<file path="src/rtl/pinfmt_pkg.sv">
package pinfmt_pkg;

    localparam int TICK_W = 8;

    typedef enum logic [2:0] {
        FMT_RZ   = 3'd0,
        FMT_RO   = 3'd1,
        FMT_NRZ  = 3'd2,
        FMT_DNRZ = 3'd3,
        FMT_SBC  = 3'd4,
        FMT_ZD   = 3'd5,
        FMT_RSV6 = 3'd6,
        FMT_RSV7 = 3'd7
    } fmt_e;

    // Everything that shapes one tester cycle, frozen at T0.
    typedef struct packed {
        fmt_e              fmt;
        logic [TICK_W-1:0] edge_a;
        logic [TICK_W-1:0] edge_b;
        logic              present;
        logic              bit_val;
    } cycle_ctx_t;

    typedef struct packed {
        logic drive;
        logic enable;
    } pin_out_t;

    function automatic logic in_window(input logic [TICK_W-1:0] a,
                                       input logic [TICK_W-1:0] b,
                                       input logic [TICK_W-1:0] k);
        return (a < b) && (k >= a) && (k < b);
    endfunction

    // Pin state for tick k of a cycle described by c; hold is the
    // last bit accepted before this cycle.
    function automatic pin_out_t shape_tick(input cycle_ctx_t        c,
                                            input logic              hold,
                                            input logic [TICK_W-1:0] k);
        pin_out_t o;
        logic     win;
        win      = in_window(c.edge_a, c.edge_b, k);
        o.enable = 1'b1;
        o.drive  = 1'b0;
        case (c.fmt)
            FMT_RZ:   o.drive  = c.present & c.bit_val & win;
            FMT_RO:   o.drive  = ~(c.present & ~c.bit_val & win);
            FMT_NRZ:  o.drive  = c.present ? c.bit_val : hold;
            FMT_DNRZ: o.drive  = (c.present && (k >= c.edge_a)) ? c.bit_val : hold;
            FMT_SBC:  o.drive  = c.present & (win ? c.bit_val : ~c.bit_val);
            FMT_ZD:   o.enable = c.present & c.bit_val;
            default:  o.enable = 1'b0;
        endcase
        return o;
    endfunction

endpackage

</file>
<file path="src/rtl/pinfmt_timer.sv">
module pinfmt_timer
    import pinfmt_pkg::*;
#(
    parameter int MIN_PERIOD = 2
) (
    input  logic              clk,
    input  logic              rst,
    input  logic [TICK_W-1:0] cfg_period,
    output logic [TICK_W-1:0] tick_cnt,
    output logic              at_t0
);

    localparam logic [TICK_W-1:0] MIN_P = TICK_W'(MIN_PERIOD);

    logic [TICK_W-1:0] per_q;
    logic [TICK_W-1:0] per_req;
    logic [TICK_W-1:0] per_eff;
    logic              last_tick;

    assign at_t0     = (tick_cnt == '0);
    assign per_req   = (cfg_period < MIN_P) ? MIN_P : cfg_period;
    assign per_eff   = at_t0 ? per_req : per_q;
    assign last_tick = (tick_cnt == per_eff - 1'b1);

    always_ff @(posedge clk) begin
        if (rst) begin
            tick_cnt <= '0;
            per_q    <= MIN_P;
        end else begin
            if (at_t0) begin
                per_q <= per_req;
            end
            tick_cnt <= last_tick ? '0 : tick_cnt + 1'b1;
        end
    end

    AST_CNT_IN_PERIOD: assert property (@(posedge clk) disable iff (rst)
        !at_t0 |-> (tick_cnt < per_q));

    AST_T0_NOT_TWICE: assert property (@(posedge clk) disable iff (rst)
        at_t0 |=> !at_t0);

endmodule

</file>
<file path="src/rtl/pinfmt_context.sv">
module pinfmt_context
    import pinfmt_pkg::*;
(
    input  logic              clk,
    input  logic              rst,
    input  logic              at_t0,
    input  logic [2:0]        cfg_fmt,
    input  logic [TICK_W-1:0] cfg_edge_a,
    input  logic [TICK_W-1:0] cfg_edge_b,
    input  logic              pat_valid,
    input  logic              pat_bit,
    output logic              pat_ready,
    output cycle_ctx_t        ctx,
    output logic              hold_bit
);

    cycle_ctx_t ctx_q;
    cycle_ctx_t fresh;
    logic       hold_q;
    logic       hold_next;

    assign pat_ready = at_t0 & ~rst;

    always_comb begin
        fresh.fmt     = fmt_e'(cfg_fmt);
        fresh.edge_a  = cfg_edge_a;
        fresh.edge_b  = cfg_edge_b;
        fresh.present = pat_valid;
        fresh.bit_val = pat_bit;
    end

    // Last accepted bit, including the one of the cycle now ending.
    assign hold_next = ctx_q.present ? ctx_q.bit_val : hold_q;

    assign ctx      = at_t0 ? fresh : ctx_q;
    assign hold_bit = at_t0 ? hold_next : hold_q;

    always_ff @(posedge clk) begin
        if (rst) begin
            ctx_q.fmt     <= FMT_RZ;
            ctx_q.edge_a  <= '0;
            ctx_q.edge_b  <= '0;
            ctx_q.present <= 1'b0;
            ctx_q.bit_val <= 1'b0;
            hold_q        <= 1'b0;
        end else if (at_t0) begin
            ctx_q  <= fresh;
            hold_q <= hold_next;
        end
    end

    AST_CTX_FROZEN_MIDCYCLE: assert property (@(posedge clk) disable iff (rst)
        !at_t0 |=> $stable(ctx.fmt) || $past(at_t0) == 1'b0 && at_t0);

endmodule

</file>
<file path="src/rtl/pinfmt_shaper.sv">
module pinfmt_shaper
    import pinfmt_pkg::*;
(
    input  logic              clk,
    input  logic              rst,
    input  logic              at_t0,
    input  cycle_ctx_t        ctx,
    input  logic              hold_bit,
    input  logic [TICK_W-1:0] tick_cnt,
    output logic              pin_drive,
    output logic              pin_enable,
    output logic              underrun
);

    pin_out_t nxt;

    assign nxt = shape_tick(ctx, hold_bit, tick_cnt);

    always_ff @(posedge clk) begin
        if (rst) begin
            pin_drive  <= 1'b0;
            pin_enable <= 1'b0;
            underrun   <= 1'b0;
        end else begin
            pin_drive  <= nxt.drive;
            pin_enable <= nxt.enable;
            if (at_t0) begin
                underrun <= ~ctx.present;
            end
        end
    end

    AST_RESET_QUIET: assert property (@(posedge clk)
        rst |=> (!pin_enable && !pin_drive && !underrun));

    AST_NRZ_FLAT: assert property (@(posedge clk) disable iff (rst)
        (!at_t0 && ctx.fmt == FMT_NRZ) |=> $stable(pin_drive));

    AST_DRIVEN_FORMATS: assert property (@(posedge clk) disable iff (rst)
        (!at_t0 && ctx.fmt inside {FMT_RZ, FMT_RO, FMT_NRZ, FMT_DNRZ, FMT_SBC})
        |=> pin_enable);

    AST_BAD_CODE_RELEASE: assert property (@(posedge clk) disable iff (rst)
        (!at_t0 && ctx.fmt inside {FMT_RSV6, FMT_RSV7}) |=> !pin_enable);

    AST_UNDERRUN_HELD: assert property (@(posedge clk) disable iff (rst)
        !at_t0 |=> $stable(underrun));

endmodule

</file>
<file path="src/rtl/pin_wave_formatter.sv">
module pin_wave_formatter
    import pinfmt_pkg::*;
#(
    parameter int MIN_PERIOD = 2
) (
    input  logic              clk,
    input  logic              rst,
    input  logic [2:0]        cfg_fmt,
    input  logic [TICK_W-1:0] cfg_period,
    input  logic [TICK_W-1:0] cfg_edge_a,
    input  logic [TICK_W-1:0] cfg_edge_b,
    input  logic              pat_valid,
    input  logic              pat_bit,
    output logic              pat_ready,
    output logic              pin_drive,
    output logic              pin_enable,
    output logic              underrun
);

    logic [TICK_W-1:0] tick_cnt;
    logic              at_t0;
    cycle_ctx_t        ctx;
    logic              hold_bit;

    pinfmt_timer #(
        .MIN_PERIOD (MIN_PERIOD)
    ) timer_i (
        .clk        (clk),
        .rst        (rst),
        .cfg_period (cfg_period),
        .tick_cnt   (tick_cnt),
        .at_t0      (at_t0)
    );

    pinfmt_context ctx_i (
        .clk        (clk),
        .rst        (rst),
        .at_t0      (at_t0),
        .cfg_fmt    (cfg_fmt),
        .cfg_edge_a (cfg_edge_a),
        .cfg_edge_b (cfg_edge_b),
        .pat_valid  (pat_valid),
        .pat_bit    (pat_bit),
        .pat_ready  (pat_ready),
        .ctx        (ctx),
        .hold_bit   (hold_bit)
    );

    pinfmt_shaper shaper_i (
        .clk        (clk),
        .rst        (rst),
        .at_t0      (at_t0),
        .ctx        (ctx),
        .hold_bit   (hold_bit),
        .tick_cnt   (tick_cnt),
        .pin_drive  (pin_drive),
        .pin_enable (pin_enable),
        .underrun   (underrun)
    );

    AST_READY_ONE_TICK: assert property (@(posedge clk) disable iff (rst)
        pat_ready |=> !pat_ready);

endmodule

</file>
<file path="config.mk">
export PLATFORM = sky130hd
export DESIGN_NAME = pin_wave_formatter
export DESIGN_NICKNAME = d
export VERILOG_FILES = /design/src/rtl/pinfmt_pkg.sv /design/src/rtl/pinfmt_timer.sv /design/src/rtl/pinfmt_context.sv /design/src/rtl/pinfmt_shaper.sv /design/src/rtl/pin_wave_formatter.sv
export SDC_FILE = /design/constraint.sdc
export NUM_CORES = 1
export LEC_CHECK = 0
export ABC_AREA = 1
export ABC_CLOCK_PERIOD_IN_PS = 6200
export BUFFER_PORTS_ARGS = -buffer_cell sky130_fd_sc_hd__clkbuf_2
export CAP_MARGIN = 30
export CORE_ASPECT_RATIO = 1.25
export CORE_UTILIZATION = 35
export CTS_CLUSTER_DIAMETER = 120
export DETAILED_ROUTE_END_ITERATION = 8
export GPL_ROUTABILITY_DRIVEN = 0
export PLACE_DENSITY_LB_ADDON = 0.1
export RECOVER_POWER = 25
export SLEW_MARGIN = 20
export SYNTH_ARGS = -nofsm -noshare
export SYNTH_HDL_FRONTEND = slang
export SYNTH_SLANG_ARGS = --single-unit
</file>
<file path="constraint.sdc">
create_clock -name clk -period 6.2 [get_ports clk]
set_clock_uncertainty 0.05 [all_clocks]
set_input_delay 0.31 -clock clk [delete_from_list [all_inputs] [get_ports clk]]
set_output_delay 0.31 -clock clk [all_outputs]
set_load 0.02 [all_outputs]
</file>
==> results of run 1 <==
## metrics by stage
| stage | total power [mW] | hold WS [ns] | cell area, um2 |
|---|---|---|---|
| after floorplan | 0.6283 | 0.3497 | 2679 |
| after global placement | 0.7022 | 0.4055 | 2912 |
| after detailed placement | 0.7060 | 0.4152 | 2912 |
| after CTS | 0.9352 | 0.1464 | 3027 |
| after global routing | 1.003 | 0.1443 | 3005 |
| final | 0.9111 | 0.1616 | 3005 |
## final timing paths
kind	from	end	slack [ns]	cells past startpoint
setup / recovery	timer_i.tick_cnt[0]	shaper_i.pin_drive	2.23	19
hold / removal	pat_valid	shaper_i.underrun	0.16	2
setup reg to reg	timer_i.tick_cnt[0]	shaper_i.pin_drive	2.23	19
hold reg to reg	timer_i.tick_cnt[0]	timer_i.tick_cnt[0]	0.43	1
## area by class of cell
type | count | area (um2)
flip-flops and latches | 41 | 820.8
repair buffers | 34 | 166.4
multi-input cells | 262 | 1585
well taps | 92 | 115.1
clock buffers | 5 | 68.82
clock inverters | 3 | 46.29
inverters | 52 | 202.7
fillers | 777 | 4395
## worst max-delay path: stages, from the launching register on
cell and delay (ns):
dfxtp_1 0.35, inv_1 0.14, ha_1 0.18, nand2_1 0.05
nor2_1 0.17, nand2_1 0.73, or2_2 0.59, o21ai_0 0.15
inv_1 0.08, ha_1 0.29, a21oi_1 0.17, o211ai_1 0.10
nand3b_1 0.17, a21oi_1 0.24, nand3_1 0.11, nand2_1 0.06
nand2_1 0.04, nand2_1 0.05, nand2_1 0.04, a21oi_1 0.11
## cell usage after synthesis, drive strengths merged
library cell / instances
nand2: 89
nor2: 53
inv: 50
dfxtp: 41
ha: 23
o21ai: 18
nand3: 13
a21oi: 11
or2: 11
xor2: 10
mux2i: 7
nor3: 7
buf: 5
nand4: 5
clkbuf: 4
nand3b: 4
xnor2: 4
clkinv: 2
a211oi: 1
a31oi: 1
and2: 1
nor4: 1
o211ai: 1
o21bai: 1
xnor3: 1
## state kept, by name, indices dropped and copies added (netlist names)
name                 flops
ctx_i.hold_q             1
shaper_i.pin_drive       1
ctx_i.ctx_q             21
shaper_i.pin_enable      1
timer_i.per_q            8
shaper_i.underrun        1
timer_i.tick_cnt         8
## layout by cell type, fill, tap and decap left out, types with 6 or more instances in the layout
cell	synthesis	layout
mux2i_1	7	7
dfxtp_1	41	41
o21ai_0	8	8
nand2_1	79	81
nand3_1	12	12
xor2_1	10	10
nor2_2	12	12
clkbuf_2	0	31
nand2_2	7	6
nor2_1	39	40
ha_1	23	23
inv_2	9	9
inv_1	40	40
nor3_1	6	6
a21oi_1	10	10
## metal layers
| metal | vias to the layer above | wire length [um] | share of wire |
|---|---|---|---|
| met5 | - | 0 | 0 |
| met4 | 0 | 50 | 0.0087 |
| met3 | 4 | 138 | 0.024 |
| met2 | 26 | 2941 | 0.51 |
| met1 | 968 | 2646 | 0.46 |
| li1 | 1212 | - | - |
## report_power, final
group | switching, mW | total (mW) | internal [mW]
clock | 0.103 | 0.224 | 0.121
combinational | 0.231 | 0.372 | 0.141
sequential | 0.0158 | 0.315 | 0.299
## kinds of logic after synthesis
logic type,count (synthesis),share of synthesized area
multiplexers,7,0.02616
flip-flops,41,0.3064
AO/OA/AOI/OAI,33,0.08174
AND/OR/NAND/NOR,184,0.3260
adder cells (fa/ha/maj),23,0.1074
buffers and inverters,61,0.09528
XOR/XNOR,15,0.05698
==> out/metrics.yaml, run 1 <==
grt_overflow_total: 0
io_pins: 35
drt_iter0_markers: 93
slew_viol_final: 0
place_ws_ns: 2.888
powerDensity_nw_per_um2: 303.2
rsz0062_at_grt: "no"
p_leak_nw: 1.503
slew_headroom: 0.1847
syn_area_um2: 2679
diodes: 0
synth_seq_cells: 41
synth_warnings: 0
synthToLayoutAreaGrowth_pct: 12.19
fin_crit_ns: 3.971
numPortBuffers: 34
fin_tns_setup_ns: 0
grtUsageTotal: 0.1636
tightest_slew_ns: 1.220
max_freq_ghz: 0.2518
routed-via-count: 2210
hold_class: "input pin to register"
dieArea_um2: 8010
placed_cells: 481
netlist.area_leader.share: 0.3064
cts.repair.resized: 0
syn-num-nets: 418
syn_inst: 364
post-route-util: 0.4061
finalWorstSetupSlack_ns: 2.229
viasPerCell: 4.519
cts_tree: "done"
grtUsageMet1: 0.2015
final_layout_size_suffix_gt1_frac: 0.2191
cts_buffer_depth: 2
path_clk_slew_ns: 0.09
vdd.ir_drop.worst_mv: 0.1278
fp.dieH_um: 99.81
cts_sinks: 41
place_hpwl_um: 4492
maxCapViolations: 0
layout.nets: 450
busiest_layer: "met2"
synthTopCellsByArea: "dfxtp_1, nand2_1, ha_1, inv_1, nor2_1"
firstDrtPassIters: 4
finalHoldViolCount: 0
cp.required_ns: 6.37
drcViolationCount: 0
gr-usage-met2: 0.2945
crit_arrival_ns: 4.14
grt_first_pass_wirelength_um: 10180
grt_pass1_vias: 2213
antenna_found_initial: 0
fp-row-count: 35
cp-end-kind: "register"
ant_nets: 0
grtUsageMet3: 0.02455
die_w_um: 80.25
hold_buffers: 0
start_kind: "register"
post_cts_buffers: 0
setup_viol: 0
cts.htree.levels: 2
grt_max_degree: 34
crit_fanout: 28
status: "complete, no violations"
wire_per_inst_um: 11.81
synth_cell_types: 42
syn_avg_cell_area_um2: 7.359
cts_made_buffers: 5
period_share: 0.6404
fin_cells: 489
synth_seq_area_share: 0.3064
fp.coreArea_um2: 7401
start_util: 0.3620
synth_top_area_cell: "dfxtp_1"
clockRootBuffer: "clkbuf_8"
clk_latency_ns: 0.29
wirelength_um: 5777
path_class: "register to register"
Power figures use the tool's default switching activity.
==> inputs of run 2 (changes only) <==
ABC_CLOCK_PERIOD_IN_PS = 3420   (was 6200)
clock period = 3.42 ns   (was 6.2 ns; I/O delays follow)
==> run 2 against run 1 <==
Effect of this change:
- clock-buffer cell count unchanged
- maximum frequency up 29%
- sequential power is 81% higher
- cell count up 0.41%
- register-to-register slack got worse by 1.9 ns
- die area is the same
- setup slack worse by 1.9 ns
- via count rose by 1.6%
- worst hold slack got worse by 0.15 ns
- routed wire length is 2.0% higher
- combinational power is 87% higher
==> out/metrics.yaml, run 2 (synthesis gave the netlist of run 1 again) <==
status: "complete, no violations"
dieArea_um2: 8010
largest_register: "ctx_i.ctx_q"
p_leak_nw: 1.520
max_freq_ghz: 0.3261
grt_first_pass_wirelength_um: 9984
firstDrtPassIters: 6
slew_headroom: 0.5163
final_cell_mix: "nand2_1, dfxtp_1, inv_1"
hold_class: "input pin to register"
rsz0062_at_grt: "no"
wire_per_inst_um: 12.00
path_clk_slew_ns: 0.08
path_class: "register to register"
cts_sinks: 41
clockRootBuffer: "clkbuf_8"
place_hpwl_um: 4620
fp-row-count: 35
drt_iter0_markers: 60
wirelength_um: 5894
numPortBuffers: 34
finalHoldViolCount: 0
slew_viol_final: 0
period_share: 0.8967
grt_pass1_vias: 2169
cts_tree: "done"
fp.dieH_um: 99.81
grt_max_degree: 34
grtUsageTotal: 0.1664
final_layout_size_suffix_gt1_frac: 0.2331
fin_tns_setup_ns: 0
cp-end-kind: "register"
cts_buffer_depth: 2
power.total_mw: 1.656
layout.cells.most_common: "nand2_1"
start_util: 0.3620
maxCapViolations: 0
diodes: 0
cts_made_buffers: 5
fin_crit_ns: 3.067
antenna_found_initial: 0
tightest_slew_ns: 0.7256
routed-via-count: 2245
viasPerCell: 4.572
grt_overflow_total: 0
layout.nets: 453
largest_reg_flops: 21
crit_arrival_ns: 3.24
powerDensity_nw_per_um2: 545.2
vdd.ir_drop.worst_mv: 0.2485
setup_viol: 0
die_w_um: 80.25
start_kind: "register"
clk_latency_ns: 0.30
post_cts_buffers: 0
drcViolationCount: 0
synthToLayoutAreaGrowth_pct: 13.40
fp.coreArea_um2: 7401
crit_fanout: 12
cts.htree.levels: 2
cp.required_ns: 3.59
reg_top3: "ctx_i.ctx_q (21), timer_i.per_q (8), timer_i.tick_cnt (8)"
io_pins: 35
ant_nets: 0
## run 2: report_power, final
| group | internal (mW) | switching [mW] |
|---|---|---|
| combinational | 0.267 | 0.430 |
| clock | 0.212 | 0.176 |
| sequential | 0.542 | 0.0290 |
## run 2: area by class of cell
class                      count  area (um2)
clock buffer                   5       68.82
sequential                    41       820.8
multi-input combinational    262        1607
inverter                      52       202.7
timing repair buffer          37       188.9
tap                           92       115.1
fill                         787        4363
clock inverter                 2       35.03
## run 2: path summary, 6_finish.rpt
kind,cells after the start,from,slack (ns),end
max reg2reg,18,timer_i.tick_cnt[1],0.35,shaper_i.pin_drive
min,2,pat_valid,0.01,shaper_i.underrun
max,18,timer_i.tick_cnt[1],0.35,shaper_i.pin_drive
min reg2reg,1,timer_i.tick_cnt[0],0.42,timer_i.tick_cnt[0]
## run 2: worst max-delay path: stages, from the launching register on
cell      delay [ns]
dfxtp_1         0.46
inv_1           0.10
ha_1            0.21
nand2_2         0.09
nor2_4          0.05
nand2_4         0.18
inv_8           0.07
o21ai_0         0.25
inv_1           0.10
ha_1            0.29
a21oi_1         0.18
nor3_1          0.07
a211oi_1        0.33
nand3b_1        0.15
nand2_1         0.08
nand4_1         0.09
nand2_1         0.09
inv_2           0.03
a21oi_1         0.13
## run 2: metrics by stage
| step | util | setup WS, ns | instances | hold WS, ns | instance area, um2 |
|---|---|---|---|---|---|
| 6_report | 0.4105 | 0.3534 | 491 | 0.01356 | 3038 |
| 5_1_grt | 0.4105 | 0.003080 | 491 | 0.02916 | 3038 |
| 4_1_cts | 0.4105 | 0.3505 | 491 | 0.006916 | 3038 |
| 3_5_place_dp | 0.3965 | 0.3754 | 484 | 0.3345 | 2934 |
| 3_3_place_gp | 0.3965 | 0.3998 | 484 | 0.3322 | 2934 |
| 2_1_floorplan | - | 0.4635 | 364 | 0.2107 | 2679 |
## run 2: routing by layer
layer,global-route usage,up-vias,part of all wire
met2,0.3130,30,0.51
li1,-,1216,-
met5,0,-,0
met1,0.1888,992,0.44
met3,0.02455,7,0.029
met4,0.05357,0,0.014
## run 2: timing repair
action	CTS	global route
hold buffers	0	0
resized for setup	0	1
endpoints found under the setup margin	0	1
==> inputs of run 3 (changes only) <==
CORE_MARGIN = 10   (was unset)
PLACE_DENSITY_LB_ADDON = unset   (was 0.1)
TNS_END_PERCENT = 100   (was unset)
==> run 3 against run 2 <==
Effect of this change:
- global-route usage down 5.9 points
- clock-buffer cell count up 2
- first-iteration DRC count up 45%
- die area up 45%
- register-to-register slack about the same
- critical path depth up 1
- worst hold slack better by 0.017 ns
- combinational power up 0.6%
- maximum frequency about the same
- total power up 1.4%
- sequential power about the same
- critical endpoint unchanged
- largest power group unchanged
==> out/metrics.yaml, run 3 (synthesis gave the netlist of run 1 again) <==
dieArea_um2: 11570
largest_register: "ctx_i.ctx_q"
crit_fanout: 12
fp-row-count: 35
firstDrtPassIters: 4
cts_sinks: 41
status: "complete, no violations"
start_kind: "register"
finalHoldViolCount: 0
period_share: 0.8964
cp-end-kind: "register"
start_util: 0.3620
slew_headroom: 0.5222
grt_max_degree: 34
cts_buffer_depth: 2
cts_tree: "done"
reg_top3: "ctx_i.ctx_q (21), timer_i.per_q (8), timer_i.tick_cnt (8)"
path_clk_slew_ns: 0.08
diodes: 0
hold_class: "input pin to register"
viasPerCell: 4.668
ant_nets: 0
drcViolationCount: 0
post_cts_buffers: 0
numPortBuffers: 34
largest_reg_flops: 21
layout.cells.most_common: "nand2_1"
synthToLayoutAreaGrowth_pct: 13.78
antenna_found_initial: 0
cp.required_ns: 3.58
drt_iter0_markers: 87
cts_made_buffers: 5
wire_per_inst_um: 12.15
die_w_um: 98.25
power.total_mw: 1.679
clockRootBuffer: "clkbuf_8"
cts.htree.levels: 2
busiest_layer: "met2"
tightest_slew_ns: 0.7166
fp.coreArea_um2: 7401
cts.repair.resized: 0
final_layout_size_suffix_gt1_frac: 0.2331
fp.dieH_um: 117.8
slew_viol_final: 0
hold_buffers: 0
place_area_um2: 2927
max_freq_ghz: 0.3262
setup_viol: 0
io_pins: 35
grtUsageMet3: 0.01996
grt_pass1_vias: 2429
powerDensity_nw_per_um2: 551.0
fin_crit_ns: 3.066
wirelength_um: 5965
final_cell_mix: "nand2_1, dfxtp_1, inv_1"
gr-usage-met2: 0.2035
p_leak_nw: 1.521
vdd.ir_drop.worst_mv: 0.2030
fin_tns_setup_ns: 0
place_hpwl_um: 4707
grt_first_pass_wirelength_um: 10580
crit_arrival_ns: 3.23
grtUsageMet1: 0.1078
stdcell_area_um2: 3048
rsz0062_at_grt: "no"
grt_overflow_total: 0
grtUsageTotal: 0.1075
path_class: "register to register"
clk_latency_ns: 0.29
routed-via-count: 2292
maxCapViolations: 0
n_fill_cell: 797
layout.nets: 452
[run 3: cell types whose count changed in the layout (fill, tap and decap cells not counted), sizes merged]
| cell | before | now |
|---|---|---|
| buf | 3 | 2 |
| clkbuf | 39 | 41 |
| clkinv | 3 | 2 |
[run 3: final timing paths]
kind / start / endpoint / slack [ns] / depth (start not counted)
worst max register to register: timer_i.tick_cnt[0] / shaper_i.pin_drive / 0.35 / 19
worst min register to register: timer_i.tick_cnt[0] / timer_i.tick_cnt[0] / 0.42 / 1
worst min-delay path: pat_valid / shaper_i.underrun / 0.03 / 2
worst max-delay path: timer_i.tick_cnt[0] / shaper_i.pin_drive / 0.35 / 19
[run 3: report_power, final]
| group | total (mW) | leakage, nW | switching [mW] | internal, mW |
|---|---|---|---|---|
| Sequential | 0.571 | 0.338 | 0.0282 | 0.542 |
| Clock | 0.407 | 0.0585 | 0.169 | 0.238 |
| Combinational | 0.701 | 1.12 | 0.436 | 0.265 |
| Total | 1.68 | 1.52 | 0.634 | 1.05 |
[run 3: cell type report]
| cell class | instances | area (um2) | share of cell area |
|---|---|---|---|
| Inverter | 52 | 202.7 | 0.06650 |
| Clock inverter | 1 | 30.03 | 0.009852 |
| Clock buffer | 7 | 86.33 | 0.02833 |
| Multi-Input combinational cell | 262 | 1612 | 0.5287 |
| Timing Repair Buffer | 36 | 181.4 | 0.05952 |
| Tap cell | 92 | 115.1 | 0.03777 |
| Sequential cell | 41 | 820.8 | 0.2693 |
[run 3: worst max-delay path, cell delays in order, from the launching register on]
cell,delay (ns)
dfxtp_1,0.34
inv_1,0.14
ha_1,0.20
nand2_2,0.07
nor2_4,0.14
nand2_4,0.15
or2_2,0.31
o21ai_1,0.16
inv_1,0.08
ha_1,0.29
a21oi_1,0.15
o211ai_1,0.10
nand3b_1,0.18
a21oi_2,0.18
nand3_1,0.10
nand2_1,0.07
nand2_1,0.05
nand2_1,0.06
nand2_1,0.05
a21oi_1,0.12
[run 3: metrics by stage]
stage	instances	setup slack (ns)	utilization	hold WS, ns
after floorplan	364	0.4635	-	0.2107
after global placement	483	0.3841	0.3954	0.3234
after detailed placement	483	0.2715	0.3954	0.3348
after CTS	491	0.2217	0.4112	0.01930
after global routing	491	0.03139	0.4118	0.02349
final	491	0.3541	0.4118	0.03011
[run 3: per-layer routing]
metal | up-vias | wire length, um
met1 | 1044 | 2499
met4 | 0 | 144
li1 | 1210 | -
met5 | - | 0
met3 | 10 | 183
met2 | 28 | 3138
